`src/rtl/adc_pkg.sv`:
```
package adc_pkg;

    localparam int CSR_W     = 8;
    localparam int PS_W      = 3;
    localparam int PRE_W     = 7;
    localparam int EN_BIT    = 7;
    localparam int START_BIT = 6;
    localparam int ATE_BIT   = 5;
    localparam int FLAG_BIT  = 4;
    localparam int IE_BIT    = 3;

    // Software-written control fields (start and flag are kept elsewhere)
    typedef struct packed {
        logic            en;
        logic            ate;
        logic            ie;
        logic [PS_W-1:0] ps;
    } ctl_t;

    typedef enum logic [1:0] {
        SQ_IDLE = 2'd0,
        SQ_INIT = 2'd1,
        SQ_NORM = 2'd2
    } seq_state_e;

    // Low-bit mask of the divider counter: divide factor minus one
    function automatic logic [PRE_W-1:0] ps_mask(input logic [PS_W-1:0] code);
        int sh;
        sh = (code == '0) ? 1 : int'(code);
        return PRE_W'((1 << sh) - 1);
    endfunction

endpackage

```
`src/rtl/adc_prescaler.sv`:
```
module adc_prescaler
    import adc_pkg::*;
#(
    parameter int CNT_W = PRE_W
) (
    input  logic            clk,
    input  logic            rst,
    input  logic            run,
    input  logic            clear,
    input  logic [PS_W-1:0] ps,
    output logic            tick
);

    logic [CNT_W-1:0] cnt;
    logic [CNT_W-1:0] mask;

    always_comb mask = CNT_W'(ps_mask(ps));

    always_ff @(posedge clk) begin
        if (rst || clear || !run) cnt <= '0;
        else                      cnt <= cnt + 1'b1;
    end

    assign tick = run && ((cnt & mask) == mask);

    // Divide factor is at least two, so ticks never come back to back
    AST_TICK_SPACED: assert property (@(posedge clk) disable iff (rst)
        tick |=> !tick);

endmodule

```
`src/rtl/adc_sequencer.sv`:
```
module adc_sequencer
    import adc_pkg::*;
#(
    parameter int INIT_LEN = 25,
    parameter int NORM_LEN = 13
) (
    input  logic clk,
    input  logic rst,
    input  logic kill,
    input  logic tick,
    input  logic go,
    input  logic again,
    output logic busy,
    output logic done,
    output logic launch
);

    localparam int CW = $clog2(INIT_LEN + 1);

    seq_state_e    state;
    logic          armed;
    logic [CW-1:0] cnt;
    logic          last;

    assign busy = (state != SQ_IDLE);

    always_comb begin
        if (state == SQ_INIT) last = (cnt == CW'(INIT_LEN - 1));
        else                  last = (cnt == CW'(NORM_LEN - 1));
    end

    assign done   = busy && tick && last && !kill;
    assign launch = !kill && ((!busy && go) || (done && again));

    always_ff @(posedge clk) begin
        if (rst || kill) begin
            state <= SQ_IDLE;
            armed <= 1'b0;
            cnt   <= '0;
        end else if (launch) begin
            state <= armed ? SQ_NORM : SQ_INIT;
            armed <= 1'b1;
            cnt   <= '0;
        end else if (done) begin
            state <= SQ_IDLE;
            cnt   <= '0;
        end else if (busy && tick) begin
            cnt <= cnt + 1'b1;
        end
    end

    AST_KILL_STOPS: assert property (@(posedge clk) disable iff (rst)
        kill |=> !busy);

    AST_FIRST_IS_LONG: assert property (@(posedge clk) disable iff (rst)
        (launch && !busy && !armed) |=> (state == SQ_INIT));

endmodule

```
`src/rtl/adc_csr.sv`:
```
module adc_csr
    import adc_pkg::*;
(
    input  logic             clk,
    input  logic             rst,
    input  logic             wr_en,
    input  logic [CSR_W-1:0] wr_data,
    input  logic             busy,
    input  logic             done,
    input  logic             irq_ack,
    input  logic             gie,
    output ctl_t             ctl,
    output logic [CSR_W-1:0] rdata,
    output logic             irq
);

    logic flag;

    always_ff @(posedge clk) begin
        if (rst) begin
            ctl <= '0;
        end else if (wr_en) begin
            ctl.en  <= wr_data[EN_BIT];
            ctl.ate <= wr_data[ATE_BIT];
            ctl.ie  <= wr_data[IE_BIT];
            ctl.ps  <= wr_data[PS_W-1:0];
        end
    end

    // Completion has priority over both clear sources
    always_ff @(posedge clk) begin
        if (rst)                                     flag <= 1'b0;
        else if (done)                               flag <= 1'b1;
        else if ((wr_en && wr_data[FLAG_BIT]) || irq_ack) flag <= 1'b0;
    end

    assign rdata = {ctl.en, busy, ctl.ate, flag, ctl.ie, ctl.ps};
    assign irq   = flag && ctl.ie && gie;

    AST_FLAG_ON_DONE: assert property (@(posedge clk) disable iff (rst)
        done |=> rdata[FLAG_BIT]);

    AST_ACK_CLEARS: assert property (@(posedge clk) disable iff (rst)
        (irq_ack && !done) |=> !rdata[FLAG_BIT]);

endmodule

```
`src/rtl/adc_ctrl_status.sv`:
```
module adc_ctrl_status
    import adc_pkg::*;
#(
    parameter int RES_W    = 10,
    parameter int INIT_LEN = 25,
    parameter int NORM_LEN = 13
) (
    input  logic             clk,
    input  logic             rst,
    input  logic             wr_en,
    input  logic [CSR_W-1:0] wr_data,
    output logic [CSR_W-1:0] csr_rdata,
    input  logic             trig_in,
    input  logic             free_run,
    input  logic             gie,
    input  logic             irq_ack,
    input  logic [RES_W-1:0] res_in,
    output logic [7:0]       data_lo,
    output logic [7:0]       data_hi,
    output logic             irq
);

    localparam int HI_W = RES_W - 8;

    ctl_t             ctl;
    logic             trig_q;
    logic             trig_edge;
    logic             kill, sw_go, hw_go, go, again;
    logic             tick, busy, done, launch;
    logic [RES_W-1:0] res_q;

    always_ff @(posedge clk) begin
        if (rst) trig_q <= 1'b0;
        else     trig_q <= trig_in;
    end

    assign trig_edge = trig_in && !trig_q;
    assign kill      = wr_en && !wr_data[EN_BIT];
    assign sw_go     = wr_en && wr_data[EN_BIT] && wr_data[START_BIT];
    assign hw_go     = ctl.en && ctl.ate && !free_run && trig_edge;
    assign go        = sw_go || hw_go;
    assign again     = ctl.en && ctl.ate && free_run;

    adc_prescaler #(.CNT_W(PRE_W)) u_pre (
        .clk   (clk),
        .rst   (rst),
        .run   (ctl.en),
        .clear (launch),
        .ps    (ctl.ps),
        .tick  (tick)
    );

    adc_sequencer #(.INIT_LEN(INIT_LEN), .NORM_LEN(NORM_LEN)) u_seq (
        .clk    (clk),
        .rst    (rst),
        .kill   (kill),
        .tick   (tick),
        .go     (go),
        .again  (again),
        .busy   (busy),
        .done   (done),
        .launch (launch)
    );

    adc_csr u_csr (
        .clk     (clk),
        .rst     (rst),
        .wr_en   (wr_en),
        .wr_data (wr_data),
        .busy    (busy),
        .done    (done),
        .irq_ack (irq_ack),
        .gie     (gie),
        .ctl     (ctl),
        .rdata   (csr_rdata),
        .irq     (irq)
    );

    always_ff @(posedge clk) begin
        if (rst)       res_q <= '0;
        else if (done) res_q <= res_in;
    end

    assign data_lo = res_q[7:0];
    assign data_hi = 8'(res_q[RES_W-1:8]);

    AST_BUSY_NEEDS_EN: assert property (@(posedge clk) disable iff (rst)
        csr_rdata[START_BIT] |-> csr_rdata[EN_BIT]);

    AST_RES_HOLD: assert property (@(posedge clk) disable iff (rst)
        !done |=> $stable(res_q));

    AST_BUSY_START_IGNORED: assert property (@(posedge clk) disable iff (rst)
        (sw_go && busy && !done) |=> busy);

    initial begin
        assert (HI_W >= 1 && HI_W <= 8);
    end

endmodule

```
`config.mk`:
```
export PLATFORM = sky130hd
export DESIGN_NAME = adc_ctrl_status
export DESIGN_NICKNAME = d
export VERILOG_FILES = /design/src/rtl/adc_pkg.sv /design/src/rtl/adc_prescaler.sv /design/src/rtl/adc_sequencer.sv /design/src/rtl/adc_csr.sv /design/src/rtl/adc_ctrl_status.sv
export SDC_FILE = /design/constraint.sdc
export NUM_CORES = 1
export LEC_CHECK = 0
export BUFFER_PORTS_ARGS = -buffer_cell sky130_fd_sc_hd__clkbuf_2
export CAP_MARGIN = 20
export CORE_ASPECT_RATIO = 2
export CORE_UTILIZATION = 40
export CTS_CLUSTER_DIAMETER = 30
export CTS_CLUSTER_SIZE = 14
export DETAILED_ROUTE_END_ITERATION = 16
export PLACE_DENSITY_LB_ADDON = 0.25
export SETUP_SLACK_MARGIN = 0.02
export SLEW_MARGIN = 15
export SYNTH_ARGS = -nofsm -noshare
export SYNTH_HDL_FRONTEND = slang
export SYNTH_SLANG_ARGS = --single-unit
```
`constraint.sdc`:
```
create_clock -name clk -period 2.7 [get_ports clk]
set_clock_uncertainty 0.05 [all_clocks]
set_input_delay 0.54 -clock clk [delete_from_list [all_inputs] [get_ports clk]]
set_output_delay 0.54 -clock clk [all_outputs]
set_load 0.05 [all_outputs]
```
==> impl_results.md <==
- Total global routing overflow: 0
- Syn. warnings: 0
- Routed len/inst: 11.2 µm
- EDFF count, synth: 0
- ANT nets after route: 0
- Leak: 0.810 nW
- Max Fanout on Critical Path: 12
- Clk sinks: 33
- Final Non-Filler Cells: 275
- GP Congestion: about 0.74
- Area Growth Syn to Fin: 19.3%
- Drt pass-1 iters: 3
- Final Max Slew Viols: 0
- Die area: 4390 µm²
- Worst-Skew Late Latency: about 290 ps
- Layout cell share with drive strength beyond 1: 26.3%
- Final setup violation count: 0
- Hold buffers post-CTS: 0
- Fillers: 397
- Share of the synthesized area in the top cell type: 40.2%
- Final #Nets: between 200 and 300
- CTS tree: yes
- Worst setup endpoint: u_seq.cnt[4]$_SDFFE_PP0N_
- Internal reg-to-reg setup slack: 400 ps
- Vias per Instance: 4.81
- Final core occ: 50.5%
- Cells after DPL: around 270
- Initial antenna violation count: 0
- Hold_sp: res_q[5]$_SDFFE_PP0P_
- Final Total Pwr: 1.09 mW
- Clock transition at path regs: 70 ps
- Initial cell density of the core: a little over two fifths
- Mapped Cells: 182
- Mapped cell area: 1650 µm²
- Row cnt: 32
- Max H-tree Level: 2
- Yosys reg bits: 33
- Worst R2R Path Depth: 7
- Number of diodes: 0
- Final period util: 85.3%
- Top_reg_cell synth: dfxtp_1
- Final Hold Vio Count: 0
- Largest area contributor in the netlist: dfxtp_1
- # DRC: 0
- Clock root cell: clkbuf_8
- Synth unique cells: 43
- Total track usage: 15.9%
- Fmax: approximately 430 MHz
- P per Cell Area: 553 nW/µm²
- Worst-margin pin slew: 586 ps
- Reg-to-reg startpoint: u_csr.ctl[2]$_SDFFE_PP0P_
- Synth top cells by count: 33 x dfxtp_1, 23 x nand2b_1, 18 x nor2_1
- Total negative slack: 0 ps
- Crit. Startpoint: u_csr.ctl[2]$_SDFFE_PP0P_
- # Post-CTS Setup Buffers: 0
- Syn Area/Cell: 9.04 µm²
- Die span in y: 92.7 µm
- Worst-case hold slack: about 420 ps
- Vias in the first global route: approximately 1300
- WP data required: between 2000 and 3000 ps
- Worst EP arrival: 2470 ps
- Worst Hold Class: flop to flop
- Routed via count: 1324
- Die X: 47.4 µm
- Setup CP Type: flop to flop
- Peak VDD IR: 0.000346 V
- Final WL: 3.09 mm
- Critical path endpoint category: flop
- DP HPWL: 2.34 mm
- Largest net degree at the start of global routing: 32
- Count leader, synth: dfxtp_1
- Worst r2r dst: u_seq.cnt[4]$_SDFFE_PP0N_
- Clock Path Buffers: 2
- Worst slew margin: 60.9%
- Min Tclk post-route: ~2300 ps
- PortBufs: 43
- Cts repair resizes: 0
- Initial DRC count: 8
- Max-Cap Viols: 0
- Unrepaired setup endpoints after global routing: false
- CORE AREA: between 3000 and 4000 µm²
- Seq/Total Area, Yosys: 40.2%
- CTS Buf Count: 5
- Setup crit start kind: flop
- Asr flop ratio synth: 0%
- First-pass GRT wire length: 5.07 mm
- Status: finished clean
- Ports: 50
- Top cells by area, synth: dfxtp_1 40%, mux2i_1 9.7%, nand2b_1 8.7%
-- cells by family (layout without fill, tap and decap cells) --
logic type               count (synthesis)  count (layout)  synth area share (%)
buffers and inverters                   23              60                  8.06
adder cells (fa/ha/maj)                  4               4                  3.04
flip-flops                              33              33                  40.2
AO/OA/AOI/OAI                           25              25                  11.0
XOR/XNOR                                 7               7                  3.73
other                                    2               7                 0.456
AND/OR/NAND/NOR                         72              72                  23.8
multiplexers                            16              16                  9.73
-- where the power goes --
group | switching [mW] | total, mW | internal, mW
Clock | 0.191 | 0.467 | 0.276
Sequential | 0.00909 | 0.504 | 0.495
Combinational | 0.0747 | 0.114 | 0.0393
Total | 0.275 | 1.09 | 0.810
-- per-stage QoR --
step | cell area [µm²] | worst slack [ps]
after floorplan | 1660 | 512
after global placement | 1850 | 468
after detailed placement | 1850 | 400
after CTS | 1960 | 382
after global routing | 1960 | 284
final | 1960 | 397
-- metal layers --
metal	vias up	track usage, %	routed length, µm
met4	0	7.14	61
met2	34	28.1	1590
met5	-	0	0
met3	5	4.68	151
met1	610	15.7	1290
li1	675	-	-
-- final cells by class --
class	instances	area (µm²)	area share [%]
Tap cell	51	63.8	3.25
Timing Repair Buffer	44	223	11.3
Clock inverter	3	46.3	2.36
Clock buffer	5	68.8	3.51
Multi-Input combinational cell	131	871	44.4
Sequential cell	33	661	33.7
Inverter	8	30.0	1.53
-- registers in the layout, summed over array words and instances (netlist names) --
signal       count
res_q           10
u_seq.state      2
u_seq.cnt        5
u_seq.armed      1
u_csr.ctl        6
trig_q           1
u_pre.cnt        7
u_csr.flag       1
-- worst min path at each step --
stage	to	slack [ps]	depth (start not counted)
finish	res_q[5]$_SDFFE_PP0P_	420	2
global route	trig_q$_SDFF_PP0_	430	2
CTS	res_q[5]$_SDFFE_PP0P_	420	2
detailed placement	res_q[9]$_SDFFE_PP0P_	410	2
global placement	res_q[8]$_SDFFE_PP0P_	410	2
floorplan	u_pre.cnt[0]$_SDFF_PP0_	390	1
-- placed cells by master, fill, tap and decap left out, drive strengths merged, types with 2 or more instances in the layout --
cell type	synthesis	final
a21oi	3	3
and3	2	2
clkbuf	3	48
conb	2	7
dfxtp	33	33
ha	4	4
inv	8	8
mux2i	16	16
nand2	7	7
nand2b	23	23
nand3	7	7
nor2	19	19
nor2b	3	3
nor3	2	2
o21a	2	2
o21ai	8	8
o2bb2ai	2	2
or3	2	2
xnor2	4	4
xor2	3	3
-- critical path: stages, from the launching register on --
cell and delay (ps):
dfxtp_1 360, or2_2 310, ha_1 270, o211ai_1 70, nor2_1 120, o2111ai_2 320
or4_1 570, a21oi_1 140
(Power assumes the default switching activity.)
